==> src/rtl/hss_pkg.sv <==
package hss_pkg;
  typedef enum logic [1:0] {
    ST_IDLE  = 2'd0,
    ST_ISSUE = 2'd1,
    ST_BUSY  = 2'd2
  } hss_state_e;
endpackage

==> src/rtl/hss_arbiter.sv <==
module hss_arbiter #(
  parameter int N_CH  = 4,
  parameter int IDX_W = (N_CH > 1) ? $clog2(N_CH) : 1
) (
  input  logic [N_CH-1:0]  req,
  output logic [N_CH-1:0]  grant,
  output logic             any,
  output logic [IDX_W-1:0] idx
);
  logic [N_CH:0] blocked;
  assign blocked[0] = 1'b0;

  for (genvar g = 0; g < N_CH; g++) begin : g_chain
    assign grant[g]     = req[g] & ~blocked[g];
    assign blocked[g+1] = blocked[g] | req[g];
  end

  assign any = blocked[N_CH];

  always_comb begin
    idx = '0;
    for (int i = N_CH - 1; i >= 0; i--) begin
      if (req[i]) idx = IDX_W'(i);
    end
  end

  always_comb begin
    AST_ONE_GRANT: assert ($onehot0(grant));
    AST_GRANT_IN_REQ: assert ((grant & ~req) == '0);
  end
endmodule

==> src/rtl/hss_ptr_store.sv <==
module hss_ptr_store #(
  parameter int N_CH  = 4,
  parameter int PTR_W = 16,
  parameter int IDX_W = (N_CH > 1) ? $clog2(N_CH) : 1
) (
  input  logic             clk,
  input  logic             rst_n,
  input  logic             wr_en,
  input  logic [IDX_W-1:0] wr_idx,
  input  logic [PTR_W-1:0] wr_data,
  input  logic             load,
  input  logic [IDX_W-1:0] load_idx,
  input  logic             chain_upd,
  input  logic [PTR_W-1:0] chain_ptr,
  output logic [PTR_W-1:0] buf_ptr
);
  logic [PTR_W-1:0] ptr_q [N_CH];
  logic [PTR_W-1:0] buf_q;
  logic [IDX_W-1:0] buf_ch;
  logic             buf_vld;
  logic             hit;
  logic             wr_ok;
  logic             wr_hits_buf;

  assign hit         = buf_vld && (buf_ch == load_idx);
  assign wr_ok       = wr_en && (int'(wr_idx) < N_CH);
  assign wr_hits_buf = wr_ok && (wr_idx == buf_ch);
  assign buf_ptr     = buf_q;

  for (genvar g = 0; g < N_CH; g++) begin : g_reg
    always_ff @(posedge clk or negedge rst_n) begin
      if (!rst_n) begin
        ptr_q[g] <= '0;
      end else if (wr_ok && (int'(wr_idx) == g)) begin
        ptr_q[g] <= wr_data;
      end
    end
  end

  always_ff @(posedge clk or negedge rst_n) begin
    if (!rst_n) begin
      buf_q   <= '0;
      buf_ch  <= '0;
      buf_vld <= 1'b0;
    end else begin
      if (load) begin
        if (!hit) buf_q <= ptr_q[load_idx];
        buf_ch  <= load_idx;
        buf_vld <= 1'b1;
      end else if (chain_upd) begin
        buf_q <= chain_ptr;
      end
      if (wr_ok && ((load && wr_idx == load_idx) || (!load && wr_hits_buf))) begin
        buf_vld <= 1'b0;
      end
    end
  end

  AST_LOAD_VALID: assert property (@(posedge clk) disable iff (!rst_n)
    (load && !wr_en) |=> buf_vld);
  AST_WRITE_INVAL: assert property (@(posedge clk) disable iff (!rst_n)
    (wr_ok && !load && buf_vld && wr_idx == buf_ch) |=> !buf_vld);
endmodule

==> src/rtl/hss_status.sv <==
module hss_status #(
  parameter int N_CH   = 4,
  parameter int INFO_W = 8,
  parameter int IDX_W  = (N_CH > 1) ? $clog2(N_CH) : 1
) (
  input  logic              clk,
  input  logic              rst_n,
  input  logic              hw_err_evt,
  input  logic              sw_err_evt,
  input  logic              irq_evt,
  input  logic [IDX_W-1:0]  evt_ch,
  input  logic [INFO_W-1:0] evt_info,
  input  logic              stop_en,
  input  logic [N_CH-1:0]   mask_clr,
  input  logic [N_CH-1:0]   irq_clr,
  input  logic              err_clr,
  input  logic              stop_clr,
  output logic [N_CH-1:0]   mask_q,
  output logic [N_CH-1:0]   irq_q,
  output logic              stop_q,
  output logic              rec_vld_q,
  output logic              rec_dbl_q,
  output logic              rec_sw_q,
  output logic [IDX_W-1:0]  rec_ch_q,
  output logic [INFO_W-1:0] rec_info_q
);
  localparam logic [N_CH-1:0] ONE = N_CH'(1);

  logic [N_CH-1:0] ch_bit;
  logic            any_err;
  logic            rec_empty;

  assign ch_bit    = ONE << evt_ch;
  assign any_err   = hw_err_evt | sw_err_evt;
  assign rec_empty = !rec_vld_q || err_clr;

  always_ff @(posedge clk or negedge rst_n) begin
    if (!rst_n) begin
      mask_q <= '0;
      irq_q  <= '0;
      stop_q <= 1'b0;
    end else begin
      mask_q <= (mask_q & ~mask_clr) | (hw_err_evt ? ch_bit : '0);
      irq_q  <= (irq_q & ~irq_clr) | (irq_evt ? ch_bit : '0);
      if (any_err && stop_en) stop_q <= 1'b1;
      else if (stop_clr)      stop_q <= 1'b0;
    end
  end

  always_ff @(posedge clk or negedge rst_n) begin
    if (!rst_n) begin
      rec_vld_q  <= 1'b0;
      rec_dbl_q  <= 1'b0;
      rec_sw_q   <= 1'b0;
      rec_ch_q   <= '0;
      rec_info_q <= '0;
    end else begin
      if (err_clr) begin
        rec_vld_q <= 1'b0;
        rec_dbl_q <= 1'b0;
      end
      if (any_err) begin
        if (rec_empty) begin
          rec_vld_q  <= 1'b1;
          rec_sw_q   <= sw_err_evt;
          rec_ch_q   <= evt_ch;
          rec_info_q <= evt_info;
        end else begin
          rec_dbl_q <= 1'b1;
        end
      end
    end
  end

  AST_MASK_ON_ERR: assert property (@(posedge clk) disable iff (!rst_n)
    hw_err_evt |=> mask_q[$past(evt_ch)]);
  AST_NO_IRQ_ON_ERR: assert property (@(posedge clk) disable iff (!rst_n)
    (any_err && irq_clr == '0) |=> irq_q == $past(irq_q));
  AST_DBL_NEEDS_REC: assert property (@(posedge clk) disable iff (!rst_n)
    $rose(rec_dbl_q) |-> rec_vld_q);
  AST_REC_KEPT: assert property (@(posedge clk) disable iff (!rst_n)
    (rec_vld_q && !err_clr) |=> rec_vld_q && $stable(rec_info_q));
endmodule

==> src/rtl/hss_top.sv <==
module hss_top #(
  parameter int N_CH   = 4,
  parameter int PTR_W  = 16,
  parameter int INFO_W = 8,
  localparam int IDX_W = (N_CH > 1) ? $clog2(N_CH) : 1
) (
  input  logic              clk,
  input  logic              rst_n,
  input  logic [N_CH-1:0]   hw_req,
  input  logic [N_CH-1:0]   ch_enable,
  input  logic              cfg_stop_on_err,
  input  logic              ptr_wr_en,
  input  logic [IDX_W-1:0]  ptr_wr_idx,
  input  logic [PTR_W-1:0]  ptr_wr_data,
  input  logic              sw_req,
  input  logic [PTR_W-1:0]  sw_ptr,
  output logic              eng_valid,
  input  logic              eng_ready,
  output logic [PTR_W-1:0]  eng_ptr,
  output logic              eng_sw,
  output logic [IDX_W-1:0]  eng_ch,
  input  logic              done_valid,
  input  logic              done_err,
  input  logic              done_chain,
  input  logic              done_chain_lock,
  input  logic              done_irq,
  input  logic [PTR_W-1:0]  done_chain_ptr,
  input  logic [INFO_W-1:0] done_info,
  input  logic [N_CH-1:0]   mask_clr,
  input  logic [N_CH-1:0]   irq_clr,
  input  logic              err_clr,
  input  logic              stop_clr,
  output logic [N_CH-1:0]   mask_flags,
  output logic [N_CH-1:0]   irq_flags,
  output logic              stop_flag,
  output logic              err_valid,
  output logic              err_double,
  output logic              err_sw,
  output logic [IDX_W-1:0]  err_ch,
  output logic [INFO_W-1:0] err_info
);
  import hss_pkg::*;

  hss_state_e       state_q;
  logic [N_CH-1:0]  pend_q;
  logic [N_CH-1:0]  eligible;
  logic [N_CH-1:0]  grant;
  logic             any_elig;
  logic [IDX_W-1:0] sel_idx;
  logic [IDX_W-1:0] cur_ch_q;
  logic             cur_sw_q;
  logic [PTR_W-1:0] sw_ptr_q;
  logic [PTR_W-1:0] buf_ptr;

  logic idle_go;
  logic start_sw;
  logic start_hw;
  logic outcome;
  logic out_err;
  logic out_chain;
  logic hw_err_evt;
  logic sw_err_evt;
  logic irq_evt;
  logic chain_upd;

  assign eligible = pend_q & ch_enable & ~mask_flags & {N_CH{~stop_flag}};

  hss_arbiter #(.N_CH(N_CH), .IDX_W(IDX_W)) u_arb (
    .req  (eligible),
    .grant(grant),
    .any  (any_elig),
    .idx  (sel_idx)
  );

  assign idle_go  = (state_q == ST_IDLE) && !stop_flag;
  assign start_sw = idle_go && sw_req;
  assign start_hw = idle_go && !sw_req && any_elig;

  assign outcome    = (state_q == ST_BUSY) && done_valid;
  assign out_err    = outcome && done_err;
  assign out_chain  = outcome && !done_err && done_chain;
  assign hw_err_evt = out_err && !cur_sw_q;
  assign sw_err_evt = out_err && cur_sw_q;
  assign irq_evt    = outcome && !done_err && done_irq && !cur_sw_q;
  assign chain_upd  = out_chain && !cur_sw_q;

  hss_ptr_store #(.N_CH(N_CH), .PTR_W(PTR_W), .IDX_W(IDX_W)) u_ptr (
    .clk      (clk),
    .rst_n    (rst_n),
    .wr_en    (ptr_wr_en),
    .wr_idx   (ptr_wr_idx),
    .wr_data  (ptr_wr_data),
    .load     (start_hw),
    .load_idx (sel_idx),
    .chain_upd(chain_upd),
    .chain_ptr(done_chain_ptr),
    .buf_ptr  (buf_ptr)
  );

  hss_status #(.N_CH(N_CH), .INFO_W(INFO_W), .IDX_W(IDX_W)) u_stat (
    .clk       (clk),
    .rst_n     (rst_n),
    .hw_err_evt(hw_err_evt),
    .sw_err_evt(sw_err_evt),
    .irq_evt   (irq_evt),
    .evt_ch    (cur_ch_q),
    .evt_info  (done_info),
    .stop_en   (cfg_stop_on_err),
    .mask_clr  (mask_clr),
    .irq_clr   (irq_clr),
    .err_clr   (err_clr),
    .stop_clr  (stop_clr),
    .mask_q    (mask_flags),
    .irq_q     (irq_flags),
    .stop_q    (stop_flag),
    .rec_vld_q (err_valid),
    .rec_dbl_q (err_double),
    .rec_sw_q  (err_sw),
    .rec_ch_q  (err_ch),
    .rec_info_q(err_info)
  );

  always_ff @(posedge clk or negedge rst_n) begin
    if (!rst_n) begin
      pend_q <= '0;
    end else begin
      pend_q <= (pend_q | hw_req) & ~(start_hw ? grant : '0);
    end
  end

  always_ff @(posedge clk or negedge rst_n) begin
    if (!rst_n) begin
      state_q  <= ST_IDLE;
      cur_ch_q <= '0;
      cur_sw_q <= 1'b0;
      sw_ptr_q <= '0;
    end else begin
      unique case (state_q)
        ST_IDLE: begin
          if (start_sw) begin
            cur_sw_q <= 1'b1;
            sw_ptr_q <= sw_ptr;
            state_q  <= ST_ISSUE;
          end else if (start_hw) begin
            cur_sw_q <= 1'b0;
            cur_ch_q <= sel_idx;
            state_q  <= ST_ISSUE;
          end
        end
        ST_ISSUE: begin
          if (eng_ready) state_q <= ST_BUSY;
        end
        ST_BUSY: begin
          if (done_valid) begin
            if (out_chain && cur_sw_q) sw_ptr_q <= done_chain_ptr;
            if (out_chain && done_chain_lock) state_q <= ST_ISSUE;
            else                              state_q <= ST_IDLE;
          end
        end
        default: state_q <= ST_IDLE;
      endcase
    end
  end

  assign eng_valid = (state_q == ST_ISSUE);
  assign eng_sw    = cur_sw_q;
  assign eng_ch    = cur_ch_q;
  assign eng_ptr   = cur_sw_q ? sw_ptr_q : buf_ptr;

  AST_OFFER_HOLD: assert property (@(posedge clk) disable iff (!rst_n)
    (eng_valid && !eng_ready) |=> eng_valid && $stable(eng_ptr) && $stable(eng_ch));
  AST_NO_START_STOPPED: assert property (@(posedge clk) disable iff (!rst_n)
    eng_valid |-> !stop_flag);
  AST_NO_START_MASKED: assert property (@(posedge clk) disable iff (!rst_n)
    (eng_valid && !eng_sw) |-> !mask_flags[eng_ch]);
  AST_LOCK_REISSUE: assert property (@(posedge clk) disable iff (!rst_n)
    (outcome && out_chain && done_chain_lock) |=> eng_valid && eng_ch == $past(eng_ch) && eng_sw == $past(eng_sw));
  AST_DONE_IGNORED: assert property (@(posedge clk) disable iff (!rst_n)
    (state_q != ST_BUSY && done_valid && mask_clr == '0) |=> mask_flags == $past(mask_flags));
endmodule

==> config.mk <==
export PLATFORM = sky130hd
export DESIGN_NAME = hss_top
export DESIGN_NICKNAME = d
export VERILOG_FILES = /design/src/rtl/hss_pkg.sv /design/src/rtl/hss_arbiter.sv /design/src/rtl/hss_ptr_store.sv /design/src/rtl/hss_status.sv /design/src/rtl/hss_top.sv
export SDC_FILE = /design/constraint.sdc
export NUM_CORES = 1
export LEC_CHECK = 0
export BUFFER_PORTS_ARGS = -buffer_cell sky130_fd_sc_hd__buf_2
export CORE_ASPECT_RATIO = 0.6
export CORE_UTILIZATION = 40
export DETAILED_ROUTE_END_ITERATION = 16
export PLACE_DENSITY = 0.72
export SYNTH_ARGS = -nofsm -noshare
export SYNTH_HDL_FRONTEND = slang
export SYNTH_SLANG_ARGS = --single-unit
==> constraint.sdc <==
create_clock -name clk -period 2.05 [get_ports clk]
set_input_delay 0.1025 -clock clk [delete_from_list [all_inputs] [get_ports clk]]
set_output_delay 0.1025 -clock clk [all_outputs]
set_load 0.05 [all_outputs]
### After elaboration in Yosys (flattened, before gate mapping)

Cells that the tools add are included.
Widths: inputs -> output; s select.

* bitwise operators: 26
* eq/ne operators: 14
* reductions and logical operators: 46
* shifts and indexed selects: 1
* mux-type cells: 36
* $lt $le $gt $ge: 1

Operators by type and width (count)
* $mux 16: 9
* $bmux 16 s2: 1
* $pmux 16 s2: 1
* $logic_and 1x1->1: 25
* $and 4x4->4: 6
* $mux 2: 8
* $not 4->4: 4
* $mux 1: 13
* $mux 4: 3
* $or 4x4->4: 3
* $reduce_bool 2->1: 5
* $eq 2x2->1: 3
* $eq 2x2->1 const B: 3
* $logic_not 1->1: 6
* $ne 2x2->1 const B: 3
* $pmux 2 s3: 1
* $reduce_and 2->1: 3
* $reduce_and 3->1: 2
* $not 1->1: 5
* $eq 2x1->1 const B: 2
* $logic_not 2->1: 2
* $ne 2x1->1 const B: 2
* $or 1x1->1: 4
* $reduce_and 4->1: 1
* 6 further kinds: 9

* bits in registers: 130
* output and inout bits: 42
* word-level logic and storage cells: 144
* input bits: 87

### Logic depth before layout (Yosys ltp)

Gate-level depths: netlist of run 1.

* word-level depth: 13
* mapped depth: 9
* gate-level depth less buffers: 5

### Cells and area by module

A second synthesis of run 1 with hierarchy kept.

* cell total of the unflattened synthesis: 475
* area total of the unflattened synthesis: 6284.8 um^2

Modules (own cells, without submodules)
* hss_ptr_store: times used 1, cells each 280, area an instance 3813.7 um^2, seq. area each 2077.0 um^2
* hss_top: times used 1, cells each 113, area an instance 1491.4 um^2, seq. area each 625.6 um^2
* hss_status: times used 1, cells each 71, area an instance 918.4 um^2, seq. area each 550.5 um^2
* hss_arbiter: times used 1, cells each 11, area an instance 61.3 um^2, seq. area each 0.0 um^2

### Worst setup path before layout of run 1

Ideal clock, no wire load.

* path type: register to register
* from: register u_stat.stop_q
* to: register u_ptr.buf_q[10] (netlist: u_ptr.buf_ptr[10])
* path buffers: 4
* period minus slack after synthesis: 2.338 ns
* setup time: 0.139 ns
* cell stages (with the launch flop): 10
* required time: 1.911 ns
* path slack: -0.288 ns
* arrival time: 2.199 ns
* cells stage by stage: dfrtp_1 -> buf_6 -> nand4bb_4 -> nand2b_1 -> buf_2 -> a221oi_2 -> and4b_1 -> buf_4 -> buf_6 -> o221ai_1

* longest elaborated chain between the ends: 12
* elaborated cells between the ends (all ways): 24
* classes of those cells: eq/ne (2); mux (9); bitwise (6); reduce/logical (7)

RTL lines
* start, declared: RTL line hss_status.sv:20 `output logic stop_q,`
* start signal, assigned: RTL line hss_status.sv:41 `stop_q <= 1'b0;`
* start signal, assigned: RTL line hss_status.sv:45 `if (any_err && stop_en) stop_q <= 1'b1;`
* start signal, assigned: RTL line hss_status.sv:46 `else if (stop_clr) stop_q <= 1'b0;`
* $not 1->1: RTL line hss_top.sv:66 `assign eligible = pend_q & ch_enable & ~mask_flags & {N_CH{~stop_flag}};`
* $and 4x4->4: RTL line hss_top.sv:66
* $mux 2 (4 in a row): RTL line hss_arbiter.sv:23 `if (req[i]) idx = IDX_W'(i);`
* $not 2->3 (not written as such): RTL line hss_ptr_store.sv:47 `if (!hit) buf_q <= ptr_q[load_idx];`
* $bmux 16 s2: RTL line hss_ptr_store.sv:47
* $mux 16 (not written as such) (2 in a row): RTL line hss_ptr_store.sv:47
* $mux 16: RTL line hss_ptr_store.sv:47
* $mux 16: RTL line hss_ptr_store.sv:46 `if (load) begin`
* end signal, assigned: RTL line hss_ptr_store.sv:47
* end signal, assigned: RTL line hss_ptr_store.sv:51 `buf_q <= chain_ptr;`
* end, declared: RTL line hss_ptr_store.sv:18 `logic [PTR_W-1:0] buf_q;`

Parallel ways exist; a longest one is shown, timed or not. The select of a mux whose other input is x is not followed.
A chain may end at the register's enable or synchronous reset.

### Worst setup path after layout of run 1

* from: register u_stat.stop_q
* to: register u_ptr.buf_q[11] (netlist: u_ptr.buf_ptr[11])

The elaborated chain is that of the path after synthesis.

==> results of run 1 <==
## state kept, by name, indices dropped and copies added, names as in the netlist, 4 cells and up
signal and cells:
u_stat.mask_q 4, u_ptr.buf_ptr 16, pend_q 4, u_stat.irq_q 4, u_stat.rec_info_q 8, u_ptr.ptr_q 64, sw_ptr_q 16
## metrics by stage
stage	instances	utilization	hold slack, ns	TNS [ns]
6_report	959	0.6019	-0.0006752	-0.5834
5_1_grt	959	0.6019	0.007904	-1.494
4_1_cts	952	0.5934	0.0001460	-0.7118
3_5_place_dp	845	0.4921	0.008073	-3.668
3_3_place_gp	845	0.4921	-0.002925	-1.279
2_1_floorplan	522	-	-0.1931	-2.767
## cell usage in the layout, fill, tap and decap left out, drive strengths merged, types with 2 or more instances in the layout
| cell | n |
|---|---|
| o221ai | 27 |
| clkbuf | 20 |
| o211ai | 6 |
| dlygate4sd3 | 66 |
| mux2i | 17 |
| nor2 | 16 |
| or4bb | 2 |
| o21ai | 37 |
| o32ai | 2 |
| o21a | 3 |
| nor2b | 2 |
| a21oi | 9 |
| bufinv | 2 |
| clkinv | 3 |
| nor4 | 2 |
| clkinvlp | 2 |
| or2 | 2 |
| o22ai | 17 |
| nor3 | 3 |
| dfrtp | 130 |
| nand2 | 58 |
| o22a | 8 |
| inv | 36 |
| nand4bb | 2 |
| nor3b | 2 |
| o32a | 7 |
| nand2b | 5 |
| a21o | 10 |
| buf | 173 |
| nand3 | 4 |
| and4bb | 3 |
| mux2 | 75 |
## cells in the mapped netlist (all sizes together)
cell,n,area (sq um)
a21oi,9,56.31
nand2b,5,31.28
o221ai,27,249.0
or4,1,11.26
o32a,7,70.07
a211oi,1,7.510
a221oi,1,15.01
and2b,1,7.510
nand4,1,6.260
nor2b,2,12.51
inv,29,108.9
a31oi,1,6.260
mux2,75,844.6
nor3,3,15.01
o31ai,1,7.510
o22a,8,70.07
dfrtp,130,3253
or4bb,2,22.52
o22ai,17,106.4
nor2,16,60.06
or2,2,12.52
clkbuf,19,71.32
mux2i,17,170.2
o21ai,37,185.2
and4b,1,10.01
a41oi,1,27.53
o211ai,6,45.04
nor4bb,1,10.01
nand4bb,2,43.80
o21a,3,22.52
nor3b,2,15.01
buf,15,125.1
and4bb,3,41.29
nor4,2,27.53
nand3,4,20.02
a21o,10,75.07
nand2,58,217.7
o32ai,2,17.52
## worst reg2reg max path: stages (launching register included)
cell and delay, ns:
dfrtp_2 0.45, or4bb_4 0.59, a41oi_4 0.23, buf_4 0.16
buf_12 0.12, o221ai_1 0.11, a21o_1 0.20, o221ai_2 0.17
## cell families (layout without fill, tap and decap cells)
kind of cell / Yosys count / count (layout) / share of synthesized area
AND/OR/NAND/NOR: 106 / 106 / 0.09253
multiplexers: 92 / 92 / 0.1664
flip-flops: 130 / 130 / 0.5334
buffers and inverters: 63 / 302 / 0.05006
AO/OA/AOI/OAI: 131 / 131 / 0.1576
## area by class of cell
class	instances	area share
clock buffers	18	0.04972
clock inverters	14	0.01870
inverters	29	0.01232
multi-input cells	329	0.3186
flip-flops and latches	130	0.3687
well taps	198	0.02805
repair buffers	241	0.2040
## worst paths after layout
| kind | to | slack, ns | cells past startpoint |
|---|---|---|---|
| worst min register to register | sw_ptr_q[3]$_DFFE_PN0P_ | 0.48 | 2 |
| worst max-delay path | u_ptr.buf_ptr[11]$_DFFE_PN0P_ | -0.06 | 7 |
| worst min-delay path | u_ptr.ptr_q[37]$_DFFE_PN0P_ | -0.0007 | 2 |
| worst max register to register | u_ptr.buf_ptr[11]$_DFFE_PN0P_ | -0.06 | 7 |
| max in group asynchronous | u_stat.stop_q$_DFFE_PN0P_ | 1.20 | 3 |
| min in group asynchronous | u_stat.irq_q[1]$_DFF_PN0_ | 0.12 | 2 |
## what timing repair did
| action | in CTS | in global routing |
|---|---|---|
| hold buffers | 65 | 1 |
| resized for setup | 21 | 18 |
| buffers inserted | 8 | 7 |
| gates cloned | 2 | 1 |
| hold endpoints to repair | 198 | 1 |
| pin swaps | 5 | 13 |
| endpoints found under the setup margin | 33 | 29 |
## layer usage
layer	up-vias	global-route usage	part of all wire
met5	-	0	0
met4	0	0.07112	0.015
met3	24	0.04097	0.054
met2	177	0.3816	0.48
met1	2567	0.3067	0.46
li1	2367	-	-
## power breakdown
group	switching, mW	internal (mW)
combinational	3.53	2.19
clock	1.22	1.86
sequential	0.488	3.34
==> run summary, run 1 <==
status -> complete, but fails checks
violated checks -> negative hold slack, negative setup slack
layout cells sized above 1 -> 0.4415
crit end category -> flip-flop
crit path from -> u_stat.stop_q$_DFFE_PN0P_
fin crit period -> 2.108 ns
max_slew headroom -> 0.5215
Total Power -> 12.63 mW
Worst Path Buf+Inv -> 2
Vias -> 5135
Multi-input gate area -> 2814 sq um
maximum clock rate -> 0.4745 GHz
TritonCTS clock tree -> yes
GPL Wtd Cong -> 0.9266
startpoint types -> flip-flop
Max-Cap Viols -> 0
diode count -> 0
# nets final -> 835
kind of critical path -> flip-flop to flip-flop
max incr delay on CP -> 0.59 ns
Min Hold Slack -> -0.0006752 ns
DR WL/cell -> 18.55 um
worst min-delay path category -> primary input to flip-flop
worst-case clock buffer depth -> 2
design area -> 8833 sq um
Total Die Area -> 15760 sq um
CP max FO -> 8
I/O Buffers -> 128
antenna violations before repair -> 0
Worst Path Required -> 2.38 ns
peak supply drop -> 1170 uV
pwr/cell area -> 1430 nW/um^2
Critical-path top delay cell -> or4bb_4
Post-DP Area -> 7222 sq um
Rows -> 34
vias per cell -> 5.355
worst path cell trace -> or4bb_4 -> a41oi_4 -> buf_4 -> buf_12 -> o221ai_1 -> a21o_1 -> o221ai_2
Distinct cells, synth -> 48
Setup WS pre-CTS -> -0.1654 ns
Synth Warn # -> 0
Tcrit/Tclk final -> 1.028
Worst-path clk slew -> 0.06 ns
synthesized cell area -> 6098 sq um
syn nets -> 609
worst skew pair latency -> 0.41 ns
Routed Antenna Nets -> 0
GR Overflow Total -> 0
LEAKAGE -> 3.988 nW
Iteration-0 DRC Markers -> 306
CP delay by family, top -> compound AO/OA/AOI/OAI gates
clock skew -> 0.01024 ns
Top Ports -> 129
Yosys reg bits -> 130
FF+latch area -> 3257 sq um
Avg Cell Area, Syn -> 11.68 sq um
TritonRoute pass-1 iters -> 5
root buf cell -> clkbuf_16
final max-slew violation count -> 0
Post-Route WL -> 17790 um
Detail Placement HPWL -> 11990 um
DRC errors left -> 0
Final WS setup -> -0.05764 ns
P&R area growth vs syn -> 44.85%
Slew @ Worst Pin -> 0.7162 ns
RSZ-0062 raised after global routing -> yes
Die Ht -> 97.64 um
Final setup viols -> 16
core area -> 14680 sq um
reg2reg start -> u_stat.stop_q$_DFFE_PN0P_
fill count -> 1162
min-delay src -> ptr_wr_data[5]
Post-Synthesis Cells -> 522
Die W -> 161.4 um
CTS Buf Count -> 17
Worst Path Arrival -> 2.43 ns
GRT Util Overall -> 0.2302
Hold Violations, Final -> 1
H-tree depth -> 4
first-pass GRT wire length -> 28010 um
CTS sink cnt -> 130
Initial Util -> 0.4155
largest net degree at the start of global routing -> 82
sequential area share after synthesis -> 0.5334
vias in the first global route -> 5335
(Power assumes the default switching activity.)
==> inputs of run 2 (changes only) <==
--- a/config.mk
+++ b/config.mk
@@ -10,6 +10,7 @@
 export CORE_UTILIZATION = 40
 export DETAILED_ROUTE_END_ITERATION = 16
 export PLACE_DENSITY = 0.72
+export SETUP_SLACK_MARGIN = 0.4
 export SYNTH_ARGS = -nofsm -noshare
 export SYNTH_HDL_FRONTEND = slang
 export SYNTH_SLANG_ARGS = --single-unit
==> run 2 against run 1 <==
Effect of this change: the flow still finishes with violations (negative hold slack, negative setup slack); sequential share of layout area down 2.6 points; via count up 8.3%; critical path depth up 2; maximum frequency down 3.4%; critical path type unchanged.
==> run summary, run 2 (same netlist as run 1, synthesis figures left out) <==
status -> complete, but fails checks
violated checks -> negative hold slack, negative setup slack
FF+latch area -> 3261 sq um (+0.12%)
H-tree depth -> 4 (unchanged)
worst skew pair latency -> 0.42 ns (about the same)
worst path cell trace -> buf_6 -> and4bb_4 -> nor2_2 -> a221oi_4 -> buf_4 -> a21oi_4 -> buf_6 -> buf_12 -> o221ai_2
vias in the first global route -> 5577 (+4.5%)
peak supply drop -> 957.0 uV (-18%)
Final WS setup -> -0.1315 ns (-0.07387 ns)
Critical-path top delay cell -> dfrtp_2
startpoint types -> flip-flop
reg2reg setup slack -> -0.13 ns (-0.07 ns)
P&R area growth vs syn -> 56.13%
Iteration-0 DRC Markers -> 476 (+56%)
dpl cells -> 852 (+0.83%)
TritonCTS clock tree -> yes
Post-DP Area -> 7257 sq um (+0.49%)
vias per cell -> 5.618 (+4.9%)
pwr/cell area -> 1499 nW/um^2 (+4.9%)
Top Ports -> 129 (unchanged)
cell mode on critical path -> buf_6
Worst-path clk slew -> 0.06 ns (about the same)
reg2reg start -> u_stat.stop_q$_DFFE_PN0P_
Final setup viols -> 16 (unchanged)
most frequent cells in the layout -> dfrtp_1 (124), buf_2 (111), dlygate4sd3_1 (71), mux2_2 (64), nand2_1 (55)
worst-case clock buffer depth -> 2 (unchanged)
Total Die Area -> 15760 sq um (unchanged)
Die Ht -> 97.64 um (unchanged)
crit path from -> u_stat.stop_q$_DFFE_PN0P_
fin cells -> 990 (+3.2%)
fill count -> 1033 (-11%)
Min-Delay Endpoint -> sw_ptr_q[5]$_DFFE_PN0P_
min-delay src -> sw_ptr[5]
RR Endpoint -> u_ptr.buf_ptr[9]$_DFFE_PN0P_
GR Overflow Total -> 0 (unchanged)
Multi-input gate area -> 3055 sq um (+8.6%)
root buf cell -> clkbuf_16
GRT Util Overall -> 0.2569 (+0.02661)
kind of critical path -> flip-flop to flip-flop
design area -> 9522 sq um (+7.8%)
largest net degree at the start of global routing -> 131 (+60%)
Min Hold Slack -> -0.01053 ns (-0.009854 ns)
layout cells sized above 1 -> 0.4848 (+0.04332)
antenna violations before repair -> 0 (unchanged)
Routed Antenna Nets -> 0 (unchanged)
r2r worst-path depth -> 9 (+2)
Hold Violations, Final -> 2 (+1)
DR WL/cell -> 21.11 um (+14%)
Detail Placement HPWL -> 11670 um (-2.7%)
CP max FO -> 8 (unchanged)
RSZ-0062 raised after global routing -> yes
max_slew headroom -> 0.4880 (-0.03347)
Top reg by flops -> u_ptr.ptr_q
LEAKAGE -> 4.282 nW (+7.4%)
Tcrit/Tclk final -> 1.064 (+0.03604)
core area -> 14680 sq um (unchanged)
diode count -> 0 (unchanged)
hold path cells -> 3 (+1)
final max-slew violation count -> 0 (unchanged)
I/O Buffers -> 128 (unchanged)
fin crit period -> 2.182 ns (+0.07387 ns)
worst min-delay path category -> primary input to flip-flop
max reg flops -> 64 (unchanged)
Vias -> 5562 (+8.3%)
GPL Wtd Cong -> 0.8187 (-12%)
CTS sink cnt -> 130 (unchanged)
Rows -> 34 (unchanged)
Worst Path Required -> 2.38 ns (about the same)
Total Power -> 14.27 mW (+13%)
clock skew -> 0.008679 ns (-0.001560 ns)
CP delay by family, top -> buffers and inverters
Post-Route WL -> 20900 um (+17%)
CTS Buf Count -> 17 (unchanged)
Initial Util -> 0.4155 (unchanged)
first-pass GRT wire length -> 30770 um (+9.8%)
DRC errors left -> 0 (unchanged)
Die W -> 161.4 um (unchanged)
TritonRoute pass-1 iters -> 5 (unchanged)
Worst Path Arrival -> 2.51 ns (+0.08 ns)
Slew @ Worst Pin -> 0.7680 ns (+0.05181 ns)
maximum clock rate -> 0.4584 GHz (-3.4%)
max incr delay on CP -> 0.44 ns (-0.15 ns)
crit end category -> flip-flop
commonest non-fill, non-tap cell in the layout -> dfrtp_1
# nets final -> 866 (+3.7%)
Worst Path Buf+Inv -> 4 (+2)
Max-Cap Viols -> 0 (unchanged)
==> run 2: cell types whose count changed in the layout (fill, tap and decap cells not counted), moves of 6 or more <==
cell     delta
o21ai_0    -17
mux2_2     -11
buf_2      -16
buf_6      +22
buf_4      +13
o21ai_4    +10
mux2_4     +11
inv_6       -6
==> run 2: worst register-to-register path: stages, from the launching register on <==
cell and delay, ns:
dfrtp_2 0.44, buf_6 0.14, and4bb_4 0.41, nor2_2 0.07
a221oi_4 0.34, buf_4 0.18, a21oi_4 0.06, buf_6 0.14
buf_12 0.14, o221ai_2 0.17
==> run 2: timing repair <==
item	4_1_cts	5_1_grt
endpoints found under the hold margin	236	4
gates resized for setup	45	114
gates cloned	4	0
pin swaps	6	14
endpoints found under the setup margin	68	69
hold buffers	67	4
setup buffers	18	13
==> run 2: per-stage QoR <==
step	worst slack, ns	utilization	hold slack, ns	setup TNS [ns]
after global placement	-0.09828	0.4945	0.2551	-1.591
after global routing	-0.1591	0.6488	0.002604	-2.211
after floorplan	-0.1295	-	-0.1931	-1.543
after detailed placement	-0.2242	0.4945	0.2742	-3.958
final	-0.1315	0.6488	-0.01053	-1.833
after CTS	-0.05763	0.6126	0.003881	-0.4908
==> run 2: power breakdown <==
group | internal, mW | total (mW) | switching (mW) | leakage [nW]
registers | 3.35 | 3.89 | 0.538 | 1.55
clock network | 2.18 | 3.31 | 1.13 | 0.315
logic | 2.99 | 7.08 | 4.09 | 2.41
total | 8.52 | 14.3 | 5.76 | 4.28
==> run 2: layout make-up <==
cell class	count	share of cell area
timing repair buffer	271	0.2326
multi-input combinational	330	0.3209
clock buffer	21	0.04731
clock inverter	11	0.01932
sequential	130	0.3424
tap	198	0.02602
inverter	29	0.01143
==> run 2: worst max-delay path by stage <==
stage,end,slack [ns],cells past startpoint
2_1_floorplan,u_ptr.buf_ptr[13]$_DFFE_PN0P_,-0.13,9
3_3_place_gp,u_ptr.buf_ptr[15]$_DFFE_PN0P_,-0.1,6
3_5_place_dp,u_ptr.buf_ptr[15]$_DFFE_PN0P_,-0.22,6
4_1_cts,u_ptr.buf_ptr[15]$_DFFE_PN0P_,-0.06,9
5_1_grt,u_ptr.buf_ptr[9]$_DFFE_PN0P_,-0.16,9
6_report,u_ptr.buf_ptr[9]$_DFFE_PN0P_,-0.13,9
==> run 2: per-layer routing <==
layer,global-route usage,up-vias,wire length (um)
li1,-,2437,-
met4,0.08345,0,557
met3,0.06359,61,1448
met2,0.3899,265,9597
met1,0.3592,2799,9299
met5,0,-,0
